===== src/rtl/spi_ctrl_pkg.sv =====
package spi_ctrl_pkg;

    localparam int ADR_CFG   = 'h000;
    localparam int ADR_RBSEL = 'h004;
    localparam int ADR_ID_LO = 'h005;
    localparam int ADR_ID_HI = 'h006;
    localparam int ADR_UPD   = 'h232;

    typedef enum logic [1:0] {
        PH_IDLE,
        PH_INSTR,
        PH_DATA,
        PH_DONE
    } phase_e;

    // Reset value of general register idx.
    function automatic logic [7:0] gp_default(input int idx);
        return 8'hA0 ^ 8'(idx);
    endfunction

    // Keep the two mode bits and mirror them into the low nibble.
    function automatic logic [7:0] cfg_mirror(input logic [7:0] b);
        return {b[7], b[6], 4'b0000, b[6], b[7]};
    endfunction

endpackage


===== src/rtl/spi_ctrl_frame.sv =====
module spi_ctrl_frame
    import spi_ctrl_pkg::*;
#(
    parameter int ADDR_W = 13
) (
    input  logic              clk,
    input  logic              rst_n,
    input  logic              sclk,
    input  logic              cs_n,
    input  logic              sdi,
    input  logic              lsb_first,
    input  logic [7:0]        rdata,
    output logic [ADDR_W-1:0] rd_addr,
    output logic              wr_stb,
    output logic [ADDR_W-1:0] wr_addr,
    output logic [7:0]        wr_data,
    output logic              dout,
    output logic              drive,
    output logic              cs_rise
);

    localparam int IW = ADDR_W + 3;
    localparam int CW = $clog2(IW + 1);

    typedef struct packed {
        logic              sclk;
        logic              cs_n;
        phase_e            ph;
        logic              rd;
        logic [CW-1:0]     bcnt;
        logic [1:0]        left;
        logic              strm;
        logic [ADDR_W-1:0] addr;
        logic [IW-1:0]     sh;
        logic              load;
        logic              dout;
        logic              drive;
        logic              wr_stb;
        logic [ADDR_W-1:0] wr_addr;
        logic [7:0]        wr_data;
    } frm_t;

    frm_t q, d;
    logic rise, fall;
    logic [IW-1:0] word;
    logic [7:0] byte_in;

    always_comb begin
        rise    = sclk & ~q.sclk;
        fall    = ~sclk & q.sclk;
        word    = lsb_first ? {sdi, q.sh[IW-1:1]} : {q.sh[IW-2:0], sdi};
        byte_in = lsb_first ? {sdi, q.sh[7:1]} : {q.sh[6:0], sdi};

        d        = q;
        d.sclk   = sclk;
        d.cs_n   = cs_n;
        d.wr_stb = 1'b0;
        d.load   = 1'b0;
        if (q.load) begin
            d.sh[7:0] = rdata;
        end

        if (cs_n) begin
            d.ph    = PH_IDLE;
            d.drive = 1'b0;
            d.bcnt  = '0;
        end else begin
            case (q.ph)
                PH_IDLE: begin
                    d.ph   = PH_INSTR;
                    d.bcnt = '0;
                end
                PH_INSTR: begin
                    if (rise) begin
                        d.sh   = word;
                        d.bcnt = q.bcnt + 1'b1;
                        if (q.bcnt == CW'(IW - 1)) begin
                            d.rd   = word[IW-1];
                            d.left = word[IW-2:IW-3];
                            d.strm = &word[IW-2:IW-3];
                            d.addr = word[ADDR_W-1:0];
                            d.bcnt = '0;
                            d.ph   = PH_DATA;
                            d.load = word[IW-1];
                        end
                    end
                end
                PH_DATA: begin
                    if (rise) begin
                        d.bcnt = q.bcnt + 1'b1;
                        if (!q.rd) begin
                            d.sh[7:0] = byte_in;
                        end
                        if (q.bcnt == CW'(7)) begin
                            d.bcnt    = '0;
                            d.wr_stb  = ~q.rd;
                            d.wr_addr = q.addr;
                            d.wr_data = byte_in;
                            d.addr    = lsb_first ? q.addr + 1'b1 : q.addr - 1'b1;
                            if (q.strm || (q.left != 2'd0)) begin
                                if (!q.strm) begin
                                    d.left = q.left - 1'b1;
                                end
                                d.load = q.rd;
                            end else begin
                                d.ph    = PH_DONE;
                                d.drive = 1'b0;
                            end
                        end
                    end else if (fall && q.rd) begin
                        d.dout    = lsb_first ? q.sh[0] : q.sh[7];
                        d.sh[7:0] = lsb_first ? {1'b0, q.sh[7:1]} : {q.sh[6:0], 1'b0};
                        d.drive   = 1'b1;
                    end
                end
                default: ;
            endcase
        end
    end

    always_ff @(posedge clk or negedge rst_n) begin
        if (!rst_n) begin
            q      <= '0;
            q.cs_n <= 1'b1;
        end else begin
            q <= d;
        end
    end

    assign rd_addr = q.addr;
    assign wr_stb  = q.wr_stb;
    assign wr_addr = q.wr_addr;
    assign wr_data = q.wr_data;
    assign dout    = q.dout;
    assign drive   = q.drive;
    assign cs_rise = cs_n & ~q.cs_n;

endmodule


===== src/rtl/spi_ctrl_regs.sv =====
module spi_ctrl_regs
    import spi_ctrl_pkg::*;
#(
    parameter int ADDR_W  = 13,
    parameter int NUM_GP  = 16,
    parameter int GP_BASE = 'h010
) (
    input  logic                clk,
    input  logic                rst_n,
    input  logic                wr_stb,
    input  logic [ADDR_W-1:0]   wr_addr,
    input  logic [7:0]          wr_data,
    input  logic [ADDR_W-1:0]   rd_addr,
    input  logic                cs_rise,
    output logic [7:0]          rdata,
    output logic                frame_lsb,
    output logic                frame_sdo,
    output logic [NUM_GP*8-1:0] active_flat
);

    localparam int IDX_W = (NUM_GP > 1) ? $clog2(NUM_GP) : 1;

    typedef struct packed {
        logic [7:0]             cfg;
        logic                   rbsel;
        logic [7:0]             id_lo;
        logic [7:0]             id_hi;
        logic [NUM_GP-1:0][7:0] bank_b;
        logic [NUM_GP-1:0][7:0] bank_a;
        logic                   f_lsb;
        logic                   f_sdo;
    } reg_t;

    reg_t q, d;
    logic [ADDR_W-1:0] w_off, r_off;

    function automatic reg_t defaults();
        reg_t r;
        r = '0;
        for (int i = 0; i < NUM_GP; i++) begin
            r.bank_b[i] = gp_default(i);
            r.bank_a[i] = gp_default(i);
        end
        return r;
    endfunction

    function automatic logic in_gp(input logic [ADDR_W-1:0] a);
        return (int'(a) >= GP_BASE) && (int'(a) < GP_BASE + NUM_GP);
    endfunction

    assign w_off = wr_addr - ADDR_W'(GP_BASE);
    assign r_off = rd_addr - ADDR_W'(GP_BASE);

    always_comb begin
        d = q;
        if (wr_stb) begin
            if (wr_addr == ADDR_W'(ADR_CFG)) begin
                if (wr_data[5]) begin
                    d       = defaults();
                    d.f_lsb = q.f_lsb;
                    d.f_sdo = q.f_sdo;
                end else begin
                    d.cfg = cfg_mirror(wr_data);
                end
            end else if (wr_addr == ADDR_W'(ADR_RBSEL)) begin
                d.rbsel = wr_data[0];
            end else if (wr_addr == ADDR_W'(ADR_ID_LO)) begin
                d.id_lo = wr_data;
            end else if (wr_addr == ADDR_W'(ADR_ID_HI)) begin
                d.id_hi = wr_data;
            end else if (wr_addr == ADDR_W'(ADR_UPD)) begin
                if (wr_data[0]) begin
                    d.bank_a = q.bank_b;
                end
            end else if (in_gp(wr_addr)) begin
                d.bank_b[w_off[IDX_W-1:0]] = wr_data;
            end
        end
        if (cs_rise) begin
            d.f_lsb = d.cfg[6];
            d.f_sdo = d.cfg[7];
        end
    end

    always_comb begin
        rdata = 8'h00;
        if (rd_addr == ADDR_W'(ADR_CFG)) begin
            rdata = q.cfg;
        end else if (rd_addr == ADDR_W'(ADR_RBSEL)) begin
            rdata = {7'b0, q.rbsel};
        end else if (rd_addr == ADDR_W'(ADR_ID_LO)) begin
            rdata = q.id_lo;
        end else if (rd_addr == ADDR_W'(ADR_ID_HI)) begin
            rdata = q.id_hi;
        end else if (in_gp(rd_addr)) begin
            rdata = q.rbsel ? q.bank_a[r_off[IDX_W-1:0]] : q.bank_b[r_off[IDX_W-1:0]];
        end
    end

    always_ff @(posedge clk or negedge rst_n) begin
        if (!rst_n) begin
            q <= defaults();
        end else begin
            q <= d;
        end
    end

    for (genvar g = 0; g < NUM_GP; g++) begin : g_act
        assign active_flat[g*8 +: 8] = q.bank_a[g];
    end

    assign frame_lsb = q.f_lsb;
    assign frame_sdo = q.f_sdo;

endmodule


===== src/rtl/spi_ctrl_port.sv =====
module spi_ctrl_port
    import spi_ctrl_pkg::*;
#(
    parameter int ADDR_W  = 13,
    parameter int NUM_GP  = 16,
    parameter int GP_BASE = 'h010
) (
    input  logic                clk,
    input  logic                rst_n,
    input  logic                sclk,
    input  logic                cs_n,
    input  logic                sdio_in,
    output logic                sdio_out,
    output logic                sdio_oe,
    output logic                sdo_out,
    output logic                sdo_oe,
    output logic [NUM_GP*8-1:0] active_regs
);

    logic [ADDR_W-1:0] rd_addr, wr_addr;
    logic [7:0]        rdata, wr_data;
    logic              wr_stb, dout, drive, cs_rise;
    logic              frame_lsb, frame_sdo;

    spi_ctrl_frame #(.ADDR_W(ADDR_W)) u_frame (
        .clk       (clk),
        .rst_n     (rst_n),
        .sclk      (sclk),
        .cs_n      (cs_n),
        .sdi       (sdio_in),
        .lsb_first (frame_lsb),
        .rdata     (rdata),
        .rd_addr   (rd_addr),
        .wr_stb    (wr_stb),
        .wr_addr   (wr_addr),
        .wr_data   (wr_data),
        .dout      (dout),
        .drive     (drive),
        .cs_rise   (cs_rise)
    );

    spi_ctrl_regs #(.ADDR_W(ADDR_W), .NUM_GP(NUM_GP), .GP_BASE(GP_BASE)) u_regs (
        .clk         (clk),
        .rst_n       (rst_n),
        .wr_stb      (wr_stb),
        .wr_addr     (wr_addr),
        .wr_data     (wr_data),
        .rd_addr     (rd_addr),
        .cs_rise     (cs_rise),
        .rdata       (rdata),
        .frame_lsb   (frame_lsb),
        .frame_sdo   (frame_sdo),
        .active_flat (active_regs)
    );

    assign sdio_out = dout;
    assign sdo_out  = dout;
    assign sdio_oe  = drive & ~frame_sdo;
    assign sdo_oe   = drive & frame_sdo;

endmodule


===== config.mk =====
export PLATFORM = sky130hd
export DESIGN_NAME = spi_ctrl_port
export DESIGN_NICKNAME = d
export VERILOG_FILES = /design/src/rtl/spi_ctrl_pkg.sv /design/src/rtl/spi_ctrl_frame.sv /design/src/rtl/spi_ctrl_regs.sv /design/src/rtl/spi_ctrl_port.sv
export SDC_FILE = /design/constraint.sdc
export NUM_CORES = 1
export LEC_CHECK = 0
export CORE_MARGIN = 2
export CORE_UTILIZATION = 45
export DETAILED_ROUTE_END_ITERATION = 12
export PLACE_DENSITY = 0.68
export SETUP_SLACK_MARGIN = 0.5
export SYNTH_ARGS = -nofsm -noshare
export SYNTH_HDL_FRONTEND = slang
export SYNTH_SLANG_ARGS = --single-unit

===== constraint.sdc =====
create_clock -name clk -period 3.4 [get_ports clk]
set_clock_uncertainty 0.1 [all_clocks]
set_input_delay 0.68 -clock clk [delete_from_list [all_inputs] [get_ports clk]]
set_output_delay 0.68 -clock clk [all_outputs]
set_load 0.005 [all_outputs]

==> impl_metrics.yaml <==
status:
  status: "complete, no violations"
critical_path:
  endpoint_kind: "register"
  cp.required_ps: 3690
  reg2reg_depth: 7
  worstPathArrival_ps: 3170
  worstSetupPathType: "register to register"
  reg2reg_slack_ps: 520
  r2r_end: "u_regs.active_flat[20]$_DFFE_PN0P_"
  timing.rr.start: "u_frame.wr_addr[3]$_DFFE_PN0P_"
  critPathMaxFanout: 142
  cp-start-kind: "register"
sta:
  rsz0062_at_grt: "false"
  maxSlewViolCount: 0
  setup_violations: 0
  worst-slew-pin-transition_ps: 827.2
  max-slew-margin-rel: 0.4486
  fin_tns_setup_ps: 0
  max_freq_ghz: 0.3471
  setup_ws_ps: 518.8
  timing.final.crit_share: 0.8474
  holdWs_ps: 70.64
  hold_viol: 0
  fin_crit_ps: 2881
clock_tree:
  insertion_delay_ps: 560
  numCtsBuffers: 40
  h-tree-depth: 2
  cts_tree: "done"
  cts.sinks: 346
  clkTransAtPathRegs_ps: 60
  clockRootBuffer: "clkbuf_16"
  holdBufCountCts: 0
  clockBufferDepth: 3
routing:
  drc_errors: 0
  firstDrtPassIters: 6
  num_vias: 14203
  ant_nets: 0
  wl_met2_um: 24130
  vias_per_cell: 5.857
  wl_met1_um: 22660
  wirelength_um: 52370
  drtIter0Drc: 1291
  highest_layer: "met4"
  wl_met3_um: 4341
  routedWlPerCell_um: 21.60
die:
  start_util: 0.4544
  ios: 137
  die_area_um2: 42770
  die_h_um: 206.8
  num_rows: 74
  core_um2: 40740
  die_w_um: 206.8
placed_design:
  dp_slack_ps: 503.6
  numPortBuffers: 136
  placed_cells: 2343
  gp_congestion: 0.8711
  hpwl_um: 35650
yosys:
  synth_area_per_cell_um2: 9.899
  netlist_area_um2: 18510
  yosys.cell_types.count: 69
  async_flop_share: 1.000
  syn_inst: 1870
  synth-main-ff-cell: "dfrtp_1"
  synth_edf_count: 0
  yosysWarningCount: 0
  synth-seq-cells: 346
  yosysSeqAreaShare: 0.4764
  syn-num-nets: 1894
power:
  power.density_nw_per_um2: 433.9
  worst_ir_drop_vdd_mv: 0.3749
  p_int_w: 0.006922
  power_leakage_nw: 8.563
  p_sw_w: 0.002219
  p_comb_frac: 0.071
  p_sw_frac: 0.2428
  power_frac_clock: 0.461
  seqPwrFrac: 0.468
global_route:
  first_global_vias: 13816
  grt_max_degree: 143
  overflow: 0
  grt_pass1_wl_um: 81810
  antenna_found_initial: 0
  grt_usage: 0.2479
job:
  cap_violations: 0
finish:
  final_net_count: 1887
  synthToLayoutAreaGrowth_pct: 13.82
  layout.cells.non_filler: 2425
  mostFrequentLayoutCells: "260 x nand2_1, 223 x nor2_1, 214 x dfrtp_1"
  antennaDiodeCount: 0
  fill_cells: 3635
  drive_gt1_frac: 0.2071
  final_common_cell: "nand2_1"
hold_path:
  hold_class: "input port to asynchronous set/reset pin"
==> how the worst max path moves through the flow <==
stage                                              start                                 end  slack, ps
after floorplan             u_regs.frame_lsb$_DFFE_PN0P_     u_frame.rd_addr[12]$_DFFE_PN0P_        530
after global placement                              sclk           u_frame.q[64]$_DFFE_PN0P_        560
after detailed placement                            sclk           u_frame.q[64]$_DFFE_PN0P_        500
after CTS                 u_frame.rd_addr[0]$_DFFE_PN0P_             u_frame.q[30]$_DFF_PN0_        610
after global routing        u_regs.frame_lsb$_DFFE_PN0P_     u_frame.rd_addr[12]$_DFFE_PN0P_        500
final                     u_frame.wr_addr[3]$_DFFE_PN0P_  u_regs.active_flat[20]$_DFFE_PN0P_        520
==> power by group through the flow <==
stage / sequential [W] / combinational, W / clock, W
3_5_place_dp: 0.00434 / 0.000650 / 0
2_1_floorplan: 0.00432 / 0.000428 / 0
6_report: 0.00427 / 0.000652 / 0.00421
5_1_grt: 0.00429 / 0.000745 / 0.00445
3_3_place_gp: 0.00434 / 0.000632 / 0
4_1_cts: 0.00428 / 0.000653 / 0.00428
==> worst max-delay path: stages, from the launching register on <==
cell     delay [ps]
dfrtp_1         490
or2_2           470
nor4_2          360
buf_4           430
nor2b_4         160
buf_12          250
nand2_1         190
o21ai_0         120
==> cell usage after synthesis, types with 9 or more instances <==
master    instances  area, um^2
a211oi_1         24       180.2
a21o_1            9       67.56
a21oi_1          60       300.3
and2_1           16       100.1
buf_1            20       75.07
buf_2            15       75.07
buf_4           130       975.9
clkbuf_1         92       345.3
dfrtp_1         217        5430
dfstp_2         129        3390
ha_1             18       225.2
inv_1            17       63.81
mux2_2           27       304.0
mux2i_1          76       760.7
mux4_2           64        1441
nand2_1         261       979.7
nand2b_1         14       87.58
nand3_1          38       190.2
nor2_1          223       837.1
nor2b_1          14       87.58
nor3_1           83       415.4
o21ai_0         161       805.8
o22a_1           32       280.3
o22ai_1           9       56.30
==> cell families (layout without fill, tap and decap cells) <==
logic type	after synthesis	in the layout	share of synthesized area
AOI/OAI and AO/OA	348	348	0.1144
buffers and inverters	277	299	0.08476
adders and majority gates	19	19	0.01325
DFF	346	346	0.4764
muxes	167	167	0.1354
and+or+nand+nor	706	707	0.1725
xor gates and xnor gates	7	7	0.003312
==> layer usage <==
layer  global-route usage  up-vias
met2               0.3817      596
met1               0.3588     7128
met4              0.06839        0
met3              0.04882       75
li1                     -     6404
met5                    0        -
==> flip-flops by register name (all words and copies together), names as in the netlist <==
name	flops
u_frame.dout	1
u_regs.active_flat	128
u_regs.frame_lsb	1
u_regs.frame_sdo	1
u_frame.rd_addr	13
u_regs.q	149
u_frame.wr_addr	13
u_frame.drive	1
u_frame.wr_data	8
u_frame.q	30
u_frame.wr_stb	1
==> stage by stage <==
stage	power, W	utilization	cell area [um^2]
after floorplan	0.004748	-	18530
after global placement	0.004971	0.4834	19690
after detailed placement	0.004994	0.4834	19690
after CTS	0.009210	0.5147	20970
after global routing	0.009480	0.5172	21070
final	0.009141	0.5172	21070
==> final cells by class <==
class	instances	area, um^2	share of cell area
tap	532	665.6	0.03159
clock inverter	9	83.83	0.003979
sequential	346	8826	0.4189
timing repair buffer	210	2072	0.09834
clock buffer	63	1189	0.05641
inverter	17	67.56	0.003207
multi-input combinational	1248	8167	0.3876
==> timing repair <==
action	4_1_cts	5_1_grt
endpoints found under the setup margin	0	103
resized for setup	0	2
buffers inserted	0	9
Note: power is estimated with default switching activity, not from simulation.
